==> src/rtl/gpio_pkg.sv <==
package gpio_pkg;
  localparam int GP_PINS = 32;
  localparam int GP_ADDR_W = 5;
  // word index of each register (byte address / 4)
  localparam logic [2:0] IX_LEVEL   = 3'd0;
  localparam logic [2:0] IX_OUT_SET = 3'd1;
  localparam logic [2:0] IX_OUT_CLR = 3'd2;
  localparam logic [2:0] IX_DIR_SET = 3'd3;
  localparam logic [2:0] IX_DIR_CLR = 3'd4;
  localparam logic [2:0] IX_SEL_A   = 3'd5;
  localparam logic [2:0] IX_SEL_B   = 3'd6;
endpackage

==> src/rtl/gpio_setclr_reg.sv <==
module gpio_setclr_reg #(
  parameter int W = 32
) (
  input  logic         clk,
  input  logic         rst,
  input  logic         set_en,
  input  logic         clr_en,
  input  logic [W-1:0] mask,
  output logic [W-1:0] q
);
  always_ff @(posedge clk) begin
    if (rst)         q <= '0;
    else if (set_en) q <= q | mask;
    else if (clr_en) q <= q & ~mask;
  end
endmodule

==> src/rtl/gpio_in_sync.sv <==
module gpio_in_sync #(
  parameter int W = 32,
  parameter int STAGES = 2
) (
  input  logic         clk,
  input  logic         rst,
  input  logic [W-1:0] d,
  output logic [W-1:0] q
);
  logic [W-1:0] stg [STAGES];
  genvar s;
  generate
    for (s = 0; s < STAGES; s++) begin : g_stage
      always_ff @(posedge clk) begin
        if (rst) stg[s] <= '0;
        else if (s == 0) stg[s] <= d;
        else stg[s] <= stg[(s == 0) ? 0 : s - 1];
      end
    end
  endgenerate
  assign q = stg[STAGES-1];
endmodule

==> src/rtl/gpio_pad_mux.sv <==
module gpio_pad_mux #(
  parameter int N = 32
) (
  input  logic [N-1:0]   dir,
  input  logic [N-1:0]   sel_a,
  input  logic [N-1:0]   sel_b,
  output logic [N-1:0]   oe,
  output logic [2*N-1:0] fn
);
  genvar i;
  generate
    for (i = 0; i < N; i++) begin : g_pin
      logic [1:0] code;
      assign code = {sel_b[i], sel_a[i]};
      assign fn[2*i+1:2*i] = code;
      assign oe[i] = dir[i] & (code == 2'b00);
    end
  endgenerate
endmodule

==> src/rtl/gpio_port.sv <==
module gpio_port #(
  parameter int N = gpio_pkg::GP_PINS,
  parameter int ADDR_W = gpio_pkg::GP_ADDR_W
) (
  input  logic            clk,
  input  logic            rst,
  input  logic            psel,
  input  logic            penable,
  input  logic            pwrite,
  input  logic [ADDR_W-1:0] paddr,
  input  logic [N-1:0]    pwdata,
  output logic [N-1:0]    prdata,
  output logic            pready,
  input  logic [N-1:0]    pad_in,
  output logic [N-1:0]    pad_out,
  output logic [N-1:0]    pad_oe,
  output logic [2*N-1:0]  pad_fn
);
  import gpio_pkg::*;
  localparam int IX_W = ADDR_W - 2;

  logic [IX_W-1:0] ix;
  logic            wr_acc, rd_setup;
  logic [N-1:0]    dir_q, out_q, sel_a_q, sel_b_q, lvl_q;
  logic [N-1:0]    rd_mux;

  assign ix       = paddr[ADDR_W-1:2];
  assign wr_acc   = psel & penable & pwrite;
  assign rd_setup = psel & ~penable & ~pwrite;
  assign pready   = 1'b1;

  function automatic logic hit(input logic [IX_W-1:0] a, input logic [2:0] k);
    return a == IX_W'(k);
  endfunction

  gpio_setclr_reg #(.W(N)) u_dir (
    .clk(clk), .rst(rst),
    .set_en(wr_acc & hit(ix, IX_DIR_SET)),
    .clr_en(wr_acc & hit(ix, IX_DIR_CLR)),
    .mask(pwdata), .q(dir_q));

  gpio_setclr_reg #(.W(N)) u_out (
    .clk(clk), .rst(rst),
    .set_en(wr_acc & hit(ix, IX_OUT_SET)),
    .clr_en(wr_acc & hit(ix, IX_OUT_CLR)),
    .mask(pwdata), .q(out_q));

  always_ff @(posedge clk) begin
    if (rst) begin
      sel_a_q <= '0;
      sel_b_q <= '0;
    end else if (wr_acc) begin
      if (hit(ix, IX_SEL_A)) sel_a_q <= pwdata;
      if (hit(ix, IX_SEL_B)) sel_b_q <= pwdata;
    end
  end

  gpio_in_sync #(.W(N), .STAGES(2)) u_sync (
    .clk(clk), .rst(rst), .d(pad_in), .q(lvl_q));

  gpio_pad_mux #(.N(N)) u_mux (
    .dir(dir_q), .sel_a(sel_a_q), .sel_b(sel_b_q),
    .oe(pad_oe), .fn(pad_fn));

  assign pad_out = out_q;

  always_comb begin
    rd_mux = '0;
    if (hit(ix, IX_LEVEL))                          rd_mux = lvl_q;
    if (hit(ix, IX_OUT_SET) || hit(ix, IX_OUT_CLR)) rd_mux = out_q;
    if (hit(ix, IX_DIR_SET) || hit(ix, IX_DIR_CLR)) rd_mux = dir_q;
    if (hit(ix, IX_SEL_A))                          rd_mux = sel_a_q;
    if (hit(ix, IX_SEL_B))                          rd_mux = sel_b_q;
  end

  // read data is captured in the setup cycle and held through the access cycle
  always_ff @(posedge clk) begin
    if (rst)           prdata <= '0;
    else if (rd_setup) prdata <= rd_mux;
  end
endmodule

==> config.mk <==
export PLATFORM = sky130hd
export DESIGN_NAME = gpio_port
export DESIGN_NICKNAME = d
export VERILOG_FILES = /design/src/rtl/gpio_pkg.sv /design/src/rtl/gpio_setclr_reg.sv /design/src/rtl/gpio_in_sync.sv /design/src/rtl/gpio_pad_mux.sv /design/src/rtl/gpio_port.sv
export SDC_FILE = /design/constraint.sdc
export NUM_CORES = 1
export LEC_CHECK = 0
export ABC_AREA = 0
export BUFFER_PORTS_ARGS = -buffer_cell sky130_fd_sc_hd__buf_2
export CORE_ASPECT_RATIO = 0.9
export CORE_MARGIN = 4
export CORE_UTILIZATION = 53
export DETAILED_ROUTE_END_ITERATION = 12
export PLACE_DENSITY_LB_ADDON = 0.05
export SETUP_SLACK_MARGIN = 0.05
export SYNTH_ARGS = -nofsm -noshare
export SYNTH_HDL_FRONTEND = slang
export SYNTH_SLANG_ARGS = --single-unit
==> constraint.sdc <==
create_clock -name clk -period 1.6 [get_ports clk]
set_input_delay 0.24 -clock clk [delete_from_list [all_inputs] [get_ports clk]]
set_output_delay 0.24 -clock clk [all_outputs]
set_load 0.03 [all_outputs]
==> impl_metrics.ini <==
[power]
ir_drop_mv = 0.751
power_density_mw_per_mm2 = 1010
p_leak_uw = 0.00521

[placement]
placedCellCount = 1462
place.gp.congestion = 0.844
dp_hpwl_mm = 18.7
placed_area_mm2 = 0.0108
place_ws_ps = -109
port_buffers = 231

[timing]
hold_viol_final = 0
setup_tns_ps = 0
rsz0062_at_grt = false
worst_pin_slew_ps = 1190
fin_crit_sh_pct = 95.9
setup_viol = 0
skew_ps = 10.4
min_period_ps = 1530
fmax_mhz = 651
worst_hold_slack_ps = 11.8
setup_slack_ps = 65.0
finalMaxSlewViolations = 0
slew_headroom_pct = 20.4

[global_route]
grt_pass1_wl_mm = 45.2
grt_max_degree = 126
grt_use_total_pct = 28.5
grt_antenna_before_repair = 1
grt_pass1_vias = 8228
overflow = 0

[detailed_routing]
finalWirelength_mm = 28.9
final_antenna_net_count = 0
wl_per_cell_um = 18.7
route.detailed.drc = 0
vias = 8720
drt_pass1_iterations = 5
viasPerCell = 5.63
drtIter0Drc = 730

[floorplanning]
die_h_um = 132
num_io_pins = 235
rows = 45
die_w_um = 146
start_util_pct = 53.9
die_area_mm2 = 0.0193
core_area_mm2 = 0.0168

[logic_synthesis]
avgSynthCellArea_um2 = 8.67
netlist_area_mm2 = 0.00907
synth_warnings = 0
netlist_instances = 1047
syn_nets = 1121
synth-seq-cells = 224
yosysUniqueCellTypes = 37
synth-seq-area-share_pct = 49.4

[cells_and_area]
final_nets = 1396
fill_cells = 1313
layout_common_cells = 213 x dfxtp_1, 201 x buf_2, 192 x nand2_1, 134 x a21oi_1, 69 x buf_4
multiInputGateArea_mm2 = 0.00431
area_delta_synth_final_pct = 35.0
drive_gt1_share_pct = 27.8
finalNonFillerCells = 1548
layout_commonest_cell = dfxtp_1
seqCellArea_mm2 = 0.00450
final_cell_area_mm2 = 0.0123

[critical_path]
reg2reg_slack_ps = 590
required_ps = 1360
worst-path-max-fanout = 4
cp-end-kind = output port
start_kind = flop
crit_type = flop to output port
arrival_ps = 1290

[clock_network]
clk_pin_slew_worst_paths_ps = 60
clkLatencyLatePin_ps = 500
clock_path_buffers = 3
cts_tree = built
cts-root-buf = clkbuf_16
clock_sinks = 224
numCtsBuffers = 23
htreeDepth = 1
cts_setup_buffers = 0

[run_status]
status = finished, final reports clean

[worst_hold_path]
hold_path_class = input pin to flop

[run]
cap_violations = 0
## worst max-delay path, stage by stage, from the launching register on
cell     delay [ps]
dfxtp_1         370
nor3b_4         240
buf_4           190
## kinds of logic (layout without fill, tap and decap cells)
| group | after synthesis | after routing | synth area share (%) |
|---|---|---|---|
| other | 1 | 2 | 0.0413 |
| AO/OA/AOI/OAI | 328 | 328 | 22.6 |
| buffers and inverters | 114 | 403 | 5.57 |
| XOR/XNOR | 1 | 1 | 0.179 |
| flip-flops | 224 | 224 | 49.4 |
| multiplexers | 38 | 38 | 4.19 |
| AND/OR/NAND/NOR | 341 | 341 | 18.0 |
## report_power, final
group / internal, uW / switching (uW) / total, uW
clock network: 3310 / 2080 / 5390
registers: 5700 / 63.3 / 5770
logic: 481 / 695 / 1180
## worst paths after layout
check                                       from               end  cells past startpoint
worst min register to register  u_sync.stg[0][8]  u_sync.stg[1][8]                      1
worst max register to register              flop        prdata[20]                      3
worst min-delay path                  pwdata[14]              flop                      2
worst max-delay path                 sel_b_q[23]        pad_oe[23]                      2
## metrics by stage
stage | total power [uW] | util (%)
after floorplan | 6490 | -
final | 12300 | 72.8
after global routing | 12800 | 72.8
after detailed placement | 6950 | 64.0
after global placement | 6940 | 64.0
after CTS | 12400 | 71.8
## synth_stat cells, drive strengths merged
master,instances,share of area (%)
a211oi,32,2.6
a21oi,135,7.4
a32o,26,2.9
and3,1,0.069
and3b,1,0.097
buf,42,2.6
clkbuf,40,1.7
conb,1,0.041
dfxtp,224,49
inv,32,1.3
mux2i,38,4.2
nand2,193,8.0
nand2b,2,0.14
nand3,2,0.11
nand3b,1,0.083
nand4,1,0.069
nor2,35,1.5
nor2b,66,4.5
nor3,3,0.40
nor3b,33,2.7
nor4b,1,0.17
o211ai,26,2.2
o21ai,45,2.5
o21bai,26,2.2
o22ai,32,2.2
o2bb2ai,6,0.58
or2,2,0.14
xnor2,1,0.18
## routing by layer
| layer | routed length, um | GRT usage, % |
|---|---|---|
| met1 | 12200 | 38.8 |
| met2 | 14000 | 47.8 |
| met5 | 0 | 0 |
| met4 | 624 | 7.07 |
| met3 | 2130 | 4.33 |
## what timing repair did
action                                  CTS  global route
pin swaps                                 0             1
resized for setup                        25            45
gates cloned                              0             0
hold endpoints to repair                 46             0
endpoints found under the setup margin   16            25
hold buffers                             46             0
## final cells by class
class | count | share of cell area [%]
diodes | 1 | 0.0204
clock buffers | 34 | 5.69
clock inverters | 5 | 0.613
inverters | 32 | 0.980
multi-input cells | 709 | 35.2
flip-flops and latches | 224 | 36.7
well taps | 211 | 2.15
repair buffers | 332 | 18.7
(Power assumes the default switching activity.)
